**src/rtl/aclink_pkg.sv**
```systemverilog
package aclink_pkg;
  localparam int CTL_COLD_BIT = 1;
  localparam int CTL_WARM_BIT = 2;
  localparam int CTL_FIN_BIT  = 3;
  localparam int TAG_W        = 5;

  typedef struct packed {
    logic fin;
    logic warm;
    logic cold;
  } ctl_bits_t;
endpackage

```
**src/rtl/aclink_ctl_regs.sv**
```systemverilog
module aclink_ctl_regs (
  input  logic clk,
  input  logic rst_n,
  input  logic ctl_we,
  input  logic wr_cold,
  input  logic wr_fin,
  input  logic shift_done,
  output logic cold_q,
  output logic fin_q
);
  logic cold_d, fin_d, cold_en, fin_en;

  always_comb begin
    cold_en = ctl_we;
    cold_d  = wr_cold;
    fin_en  = (ctl_we && wr_fin) || shift_done;
    fin_d   = ctl_we && wr_fin;   // set beats clear
  end

  always_ff @(posedge clk or negedge rst_n) begin
    if (!rst_n) begin
      cold_q <= 1'b0;
      fin_q  <= 1'b0;
    end else begin
      if (cold_en) cold_q <= cold_d;
      if (fin_en)  fin_q  <= fin_d;
    end
  end
endmodule

```
**src/rtl/aclink_warm_timer.sv**
```systemverilog
module aclink_warm_timer #(
  parameter int WARM_CYCLES = 2500,
  localparam int CNT_W = (WARM_CYCLES < 2) ? 1 : $clog2(WARM_CYCLES)
) (
  input  logic clk,
  input  logic rst_n,
  input  logic start_req,
  output logic warm_q
);
  localparam logic [CNT_W-1:0] LOAD = CNT_W'(WARM_CYCLES - 1);

  logic [CNT_W-1:0] cnt_q, cnt_d;
  logic warm_d, cnt_en;

  always_comb begin
    warm_d = warm_q;
    cnt_d  = cnt_q;
    cnt_en = 1'b0;
    if (!warm_q) begin
      if (start_req) begin
        warm_d = 1'b1;
        cnt_d  = LOAD;
        cnt_en = 1'b1;
      end
    end else if (cnt_q == '0) begin
      warm_d = 1'b0;
    end else begin
      cnt_d  = cnt_q - 1'b1;
      cnt_en = 1'b1;
    end
  end

  always_ff @(posedge clk or negedge rst_n) begin
    if (!rst_n) begin
      warm_q <= 1'b0;
      cnt_q  <= '0;
    end else begin
      warm_q <= warm_d;
      if (cnt_en) cnt_q <= cnt_d;
    end
  end
endmodule

```
**src/rtl/aclink_tag_reg.sv**
```systemverilog
module aclink_tag_reg #(
  parameter int TAG_W = 5
) (
  input  logic             clk,
  input  logic             rst_n,
  input  logic             tag_we,
  input  logic             fin_q,
  input  logic [TAG_W-1:0] wr_tag,
  output logic [TAG_W-1:0] tag_q
);
  logic tag_en;

  always_comb tag_en = tag_we && !fin_q;

  always_ff @(posedge clk or negedge rst_n) begin
    if (!rst_n) tag_q <= '0;
    else if (tag_en) tag_q <= wr_tag;
  end
endmodule

```
**src/rtl/aclink_rst_tag_ctl.sv**
```systemverilog
module aclink_rst_tag_ctl
  import aclink_pkg::*;
#(
  parameter int     ADDR_W   = 4,
  parameter int     DATA_W   = 32,
  parameter int     CTL_ADDR = 0,
  parameter int     TAG_ADDR = 1,
  parameter longint CLK_HZ   = 250_000_000,
  parameter longint MIN_NS   = 10_000,
  localparam int    WARM_CYCLES = int'((CLK_HZ * MIN_NS + 64'd999_999_999) / 64'd1_000_000_000)
) (
  input  logic              clk,
  input  logic              rst_n,
  input  logic              reg_wr,
  input  logic [ADDR_W-1:0] reg_addr,
  input  logic [DATA_W-1:0] reg_wdata,
  output logic [DATA_W-1:0] reg_rdata,
  input  logic              frame_sync_in,
  input  logic              shift_done,
  output logic              codec_rst_n,
  output logic              sync_out,
  output logic [TAG_W-1:0]  tag_word,
  output logic              tag_pending
);
  logic      ctl_sel, tag_sel, ctl_we, tag_we;
  ctl_bits_t ctl;
  logic      unused_wdata;

  always_comb begin
    ctl_sel = (reg_addr == ADDR_W'(CTL_ADDR));
    tag_sel = (reg_addr == ADDR_W'(TAG_ADDR));
    ctl_we  = reg_wr && ctl_sel;
    tag_we  = reg_wr && tag_sel;
  end

  assign unused_wdata = ^{reg_wdata[DATA_W-1:TAG_W], reg_wdata[0]};

  aclink_ctl_regs u_ctl (
    .clk        (clk),
    .rst_n      (rst_n),
    .ctl_we     (ctl_we),
    .wr_cold    (reg_wdata[CTL_COLD_BIT]),
    .wr_fin     (reg_wdata[CTL_FIN_BIT]),
    .shift_done (shift_done),
    .cold_q     (ctl.cold),
    .fin_q      (ctl.fin)
  );

  aclink_warm_timer #(.WARM_CYCLES(WARM_CYCLES)) u_warm (
    .clk       (clk),
    .rst_n     (rst_n),
    .start_req (ctl_we && reg_wdata[CTL_WARM_BIT]),
    .warm_q    (ctl.warm)
  );

  aclink_tag_reg #(.TAG_W(TAG_W)) u_tag (
    .clk    (clk),
    .rst_n  (rst_n),
    .tag_we (tag_we),
    .fin_q  (ctl.fin),
    .wr_tag (reg_wdata[TAG_W-1:0]),
    .tag_q  (tag_word)
  );

  always_comb begin
    codec_rst_n = !ctl.cold;
    sync_out    = ctl.warm ? 1'b1 : frame_sync_in;
    tag_pending = ctl.fin;
  end

  always_comb begin
    reg_rdata = '0;
    if (ctl_sel) begin
      reg_rdata[CTL_COLD_BIT] = ctl.cold;
      reg_rdata[CTL_WARM_BIT] = ctl.warm;
      reg_rdata[CTL_FIN_BIT]  = ctl.fin;
    end else if (tag_sel) begin
      reg_rdata[TAG_W-1:0] = tag_word;
    end
  end
endmodule

```
**config.mk**
```make
export PLATFORM = sky130hd
export DESIGN_NAME = aclink_rst_tag_ctl
export DESIGN_NICKNAME = d
export VERILOG_FILES = /design/src/rtl/aclink_pkg.sv /design/src/rtl/aclink_ctl_regs.sv /design/src/rtl/aclink_warm_timer.sv /design/src/rtl/aclink_tag_reg.sv /design/src/rtl/aclink_rst_tag_ctl.sv
export SDC_FILE = /design/constraint.sdc
export NUM_CORES = 1
export LEC_CHECK = 0
export BUFFER_PORTS_ARGS = -buffer_cell sky130_fd_sc_hd__buf_4
export CAP_MARGIN = 30
export CORE_MARGIN = 2
export CORE_UTILIZATION = 37
export DETAILED_ROUTE_END_ITERATION = 10
export PLACE_DENSITY = 0.77
export SLEW_MARGIN = 20
export SYNTH_ARGS = -nofsm -noshare
export SYNTH_HDL_FRONTEND = slang
export SYNTH_SLANG_ARGS = --single-unit
```
**constraint.sdc**
```tcl
create_clock -name clk -period 6.5 [get_ports clk]
set_input_delay 1.3 -clock clk [delete_from_list [all_inputs] [get_ports clk]]
set_output_delay 1.3 -clock clk [all_outputs]
set_load 0.01 [all_outputs]
```
==> impl_table.tex <==
\begin{tabular}{lr}
\hline
Metric & Value \\
\hline
\multicolumn{2}{l}{\textbf{Cells and area}} \\
\quad Number of inserted diodes & 0 \\
\quad Net total in the final layout & 199 \\
\quad Synth-to-Final Area Change & 12.90\% \\
\quad Final design area excluding fillers & 0.001424 mm\^{}2 \\
\quad Fraction of layout cells with a size suffix above 1 & 27.27\% \\
\quad Number of filler cells placed in the layout & 348 \\
\multicolumn{2}{l}{\textbf{Drt}} \\
\quad Detailed Routing Iterations Pass 1 & 4 \\
\quad Final ANT Viol Nets & 0 \\
\quad Routed length per placed instance & 11.11 um \\
\quad Total DRC errors in the routed layout & 0 \\
\quad 1st-iter DRT viols & 21 \\
\quad Wire length reported by the detailed router & 2.221 mm \\
\quad Via count & 915 \\
\quad Routed via count divided by cell count & 4.575 \\
\multicolumn{2}{l}{\textbf{Floorplan}} \\
\quad Vertical die dimension & 62.39 um \\
\quad Die W & 62.39 um \\
\quad I/O Pins & 81 \\
\quad DIE AREA & 0.003892 mm\^{}2 \\
\quad Core area & 0.003311 mm\^{}2 \\
\quad Initial Util & 38.10\% \\
\quad Row cnt & 21 \\
\multicolumn{2}{l}{\textbf{GRT}} \\
\quad Number of global-route vias before repair & 881 \\
\quad Gr usage total & 12.70\% \\
\quad Maximum number of pins on one net before global-route repair & 21 \\
\quad Wire length of the first global-routing pass & 3.974 mm \\
\quad Number of antenna violations at the first check in global routing & 0 \\
\quad GRT Residual Overflow & 0 \\
\multicolumn{2}{l}{\textbf{Timing}} \\
\quad Accumulated negative setup slack & 0 ns \\
\quad Final critical delay including setup and external delays & 3.558 ns \\
\quad Transition time at the pin with the least slew margin & 0.6635 ns \\
\quad Portion of the clock cycle consumed by the worst path in the final layout & 54.73\% \\
\quad Final max-slew violation count & 0 \\
\quad Highest attainable clock frequency & 0.2811 GHz \\
\quad Final setup violation count & 0 \\
\quad Worst slew margin relative to its limit & 55.40\% \\
\quad Hold Fails Final Rpt & 0 \\
\quad Unrepaired setup endpoints after global routing & false \\
\quad Clock skew & 0.004847 ns \\
\multicolumn{2}{l}{\textbf{Worst setup path}} \\
\quad Maximum net fanout on the critical path & 6 \\
\quad Worst setup path class & primary input to primary output \\
\quad Required time of the critical path & 5.20 ns \\
\quad Kind of start point of the critical path & primary input \\
\quad Data arrival time of the critical path & 2.26 ns \\
\quad Crit. End Element & primary output \\
\multicolumn{2}{l}{\textbf{Yosys}} \\
\quad Largest area contributor in the netlist & dfrtp\_1 \\
\quad Area share of the leading cell type in the synthesized netlist & 39.68\% \\
\quad Ranking of synthesized cells by area & dfrtp\_1 (40\%), buf\_4 (16\%), mux2i\_1 (5.6\%) \\
\quad Post-synthesis sequential area ratio & 39.68\% \\
\quad Synthesized area & 0.001261 mm\^{}2 \\
\quad Async set or reset register ratio after synthesis & 100.0\% \\
\quad Number of flops mapped to enable cells by yosys & 0 \\
\quad Syn Inst Count & 128 \\
\quad Register bit total from synthesis & 20 \\
\quad Most frequent cells after synthesis & buf\_4 (27), dfrtp\_1 (20), nor2\_1 (8) \\
\quad Yosys warning total & 0 \\
\quad Most frequently used cell type in the post-synthesis netlist & buf\_4 \\
\quad Number of library cell types mapped by synthesis & 36 \\
\quad Per-instance average area after synthesis & 9.853 um\^{}2 \\
\quad Synth Flop Type & dfrtp\_1 \\
\multicolumn{2}{l}{\textbf{Clock network}} \\
\quad CTS tree & done \\
\quad Clock latency on the worst-skew pair & 0.30 ns \\
\quad CTS buffer count & 3 \\
\quad CTS root buffer & clkbuf\_4 \\
\quad Count of hold buffers inserted by post-cts repair & 0 \\
\quad Clk buf depth & 2 \\
\quad Number of post-CTS setup repair buffers & 0 \\
\quad \# clock sinks & 20 \\
\quad Clock-pin slew of the registers on the worst-case setup and hold paths & 0.11 ns \\
\quad Post\_cts resized & 0 \\
\quad Clock H-tree levels & 1 \\
\multicolumn{2}{l}{\textbf{Placement}} \\
\quad Placer congestion estimate & 0.7580 \\
\quad Area after DPL & 0.001401 mm\^{}2 \\
\quad Count of port buffers added during placement & 26 \\
\quad Estimated wirelength of the detail-placed design & 1.733 mm \\
\multicolumn{2}{l}{\textbf{Power and ir drop}} \\
\quad Sequential group share of total power & 56.4\% \\
\quad Ratio of total power to cell area & 174.6 mW/mm\^{}2 \\
\quad Net load switching power & 0.06772 mW \\
\quad Net switching fraction of the power & 27.24\% \\
\quad Combinational group share of total power & 20.3\% \\
\quad Post-layout power & 0.2486 mW \\
\quad Max IR drop VDD & 115.2 uV \\
\quad Cell-internal power & 0.1808 mW \\
\quad Share of power burned in the clock network & 23.3\% \\
\quad Standby leakage power & 0.6386 nW \\
\multicolumn{2}{l}{\textbf{Run}} \\
\quad Max-cap violation count & 0 \\
\multicolumn{2}{l}{\textbf{Status}} \\
\quad Outcome & finished, final reports clean \\
\multicolumn{2}{l}{\textbf{Min path}} \\
\quad Class of the worst hold path & flip-flop to flip-flop \\
\hline
\end{tabular}
## routing by layer
layer	track usage [%]	vias up	part of all wire, %
li1	-	454	-
met1	16.36	432	47
met2	20.52	25	48
met3	2.342	4	3.2
met4	6.389	0	1.6
met5	0	-	0
## cells in the final DEF (no fill, tap or decap), drive strengths merged, types with 3 or more instances in the layout
cell type,instances
buf,26
nor3,4
mux2,5
a21oi,3
or4,7
conb,27
or2,3
nor2,8
or3,3
mux2i,7
dfrtp,20
nand2,5
o21ai,4
clkbuf,3
inv,5
## worst max-delay path, cell delays in order
cell    delay (ns)
buf_4         0.11
nor3_1        0.48
and3_1        0.25
buf_4         0.12
## power by group through the flow
| stage | Combinational, mW | Clock [mW] | Sequential (mW) |
|---|---|---|---|
| after global routing | 0.0557 | 0.0677 | 0.142 |
| after global placement | 0.0507 | 0 | 0.142 |
| after CTS | 0.0513 | 0.0609 | 0.140 |
| final | 0.0504 | 0.0580 | 0.140 |
| after floorplan | 0.0334 | 0 | 0.145 |
| after detailed placement | 0.0512 | 0 | 0.143 |
## path summary, 6_finish.rpt
| kind | from | to | slack [ns] | depth (start not counted) |
|---|---|---|---|---|
| setup / recovery | reg_addr[3] | reg_rdata[4] | 2.94 | 4 |
| hold / removal | u_warm.cnt_q[0]$_DFFE_PN0P_ | u_warm.cnt_q[0]$_DFFE_PN0P_ | 0.51 | 1 |
| setup reg to reg | u_warm.cnt_q[8]$_DFFE_PN0P_ | u_warm.cnt_q[1]$_DFFE_PN0P_ | 4.35 | 4 |
| hold reg to reg | u_warm.cnt_q[0]$_DFFE_PN0P_ | u_warm.cnt_q[0]$_DFFE_PN0P_ | 0.51 | 1 |
| max in group asynchronous | rst_n | u_ctl.cold_q$_DFFE_PN0N_ | 5.43 | 1 |
| min in group asynchronous | rst_n | u_warm.cnt_q[8]$_DFFE_PN0P_ | 0.86 | 1 |
## final cells by class
type | count | area, um^2 | share of cell area [%]
Multi-Input combinational cell | 100 | 629.4 | 44.20
Sequential cell | 20 | 500.5 | 35.15
Timing Repair Buffer | 26 | 195.2 | 13.71
Tap cell | 46 | 57.56 | 4.042
Clock buffer | 3 | 22.52 | 1.582
Inverter | 5 | 18.77 | 1.318
## flip-flops by register name (all words and copies together) (netlist names)
signal / flops
u_ctl.fin_q: 1
u_warm.cnt_q: 12
u_ctl.cold_q: 1
u_warm.warm_q: 1
u_tag.tag_q: 5
## metrics by stage
stage / setup WS, ns / cells / util, % / hold slack (ns)
6_report: 2.943 / 200 / 43.01 / 0.5054
5_1_grt: 2.793 / 200 / 43.01 / 0.5301
4_1_cts: 2.946 / 200 / 43.01 / 0.5030
3_5_place_dp: 2.946 / 197 / 42.33 / 0.4872
3_3_place_gp: 2.960 / 197 / 42.33 / 0.4781
2_1_floorplan: 3.294 / 154 / - / 0.4600
## logic make-up after synthesis
group	Yosys count	share of synthesized area [%]
AOI/OAI and AO/OA	15	7.837
adders and majority gates	2	1.984
buffers and inverters	34	18.15
DFF	20	39.68
muxes	12	10.02
other	1	0.2973
and+or+nand+nor	44	22.02
No activity file was read; power rests on OpenSTA's default activity.
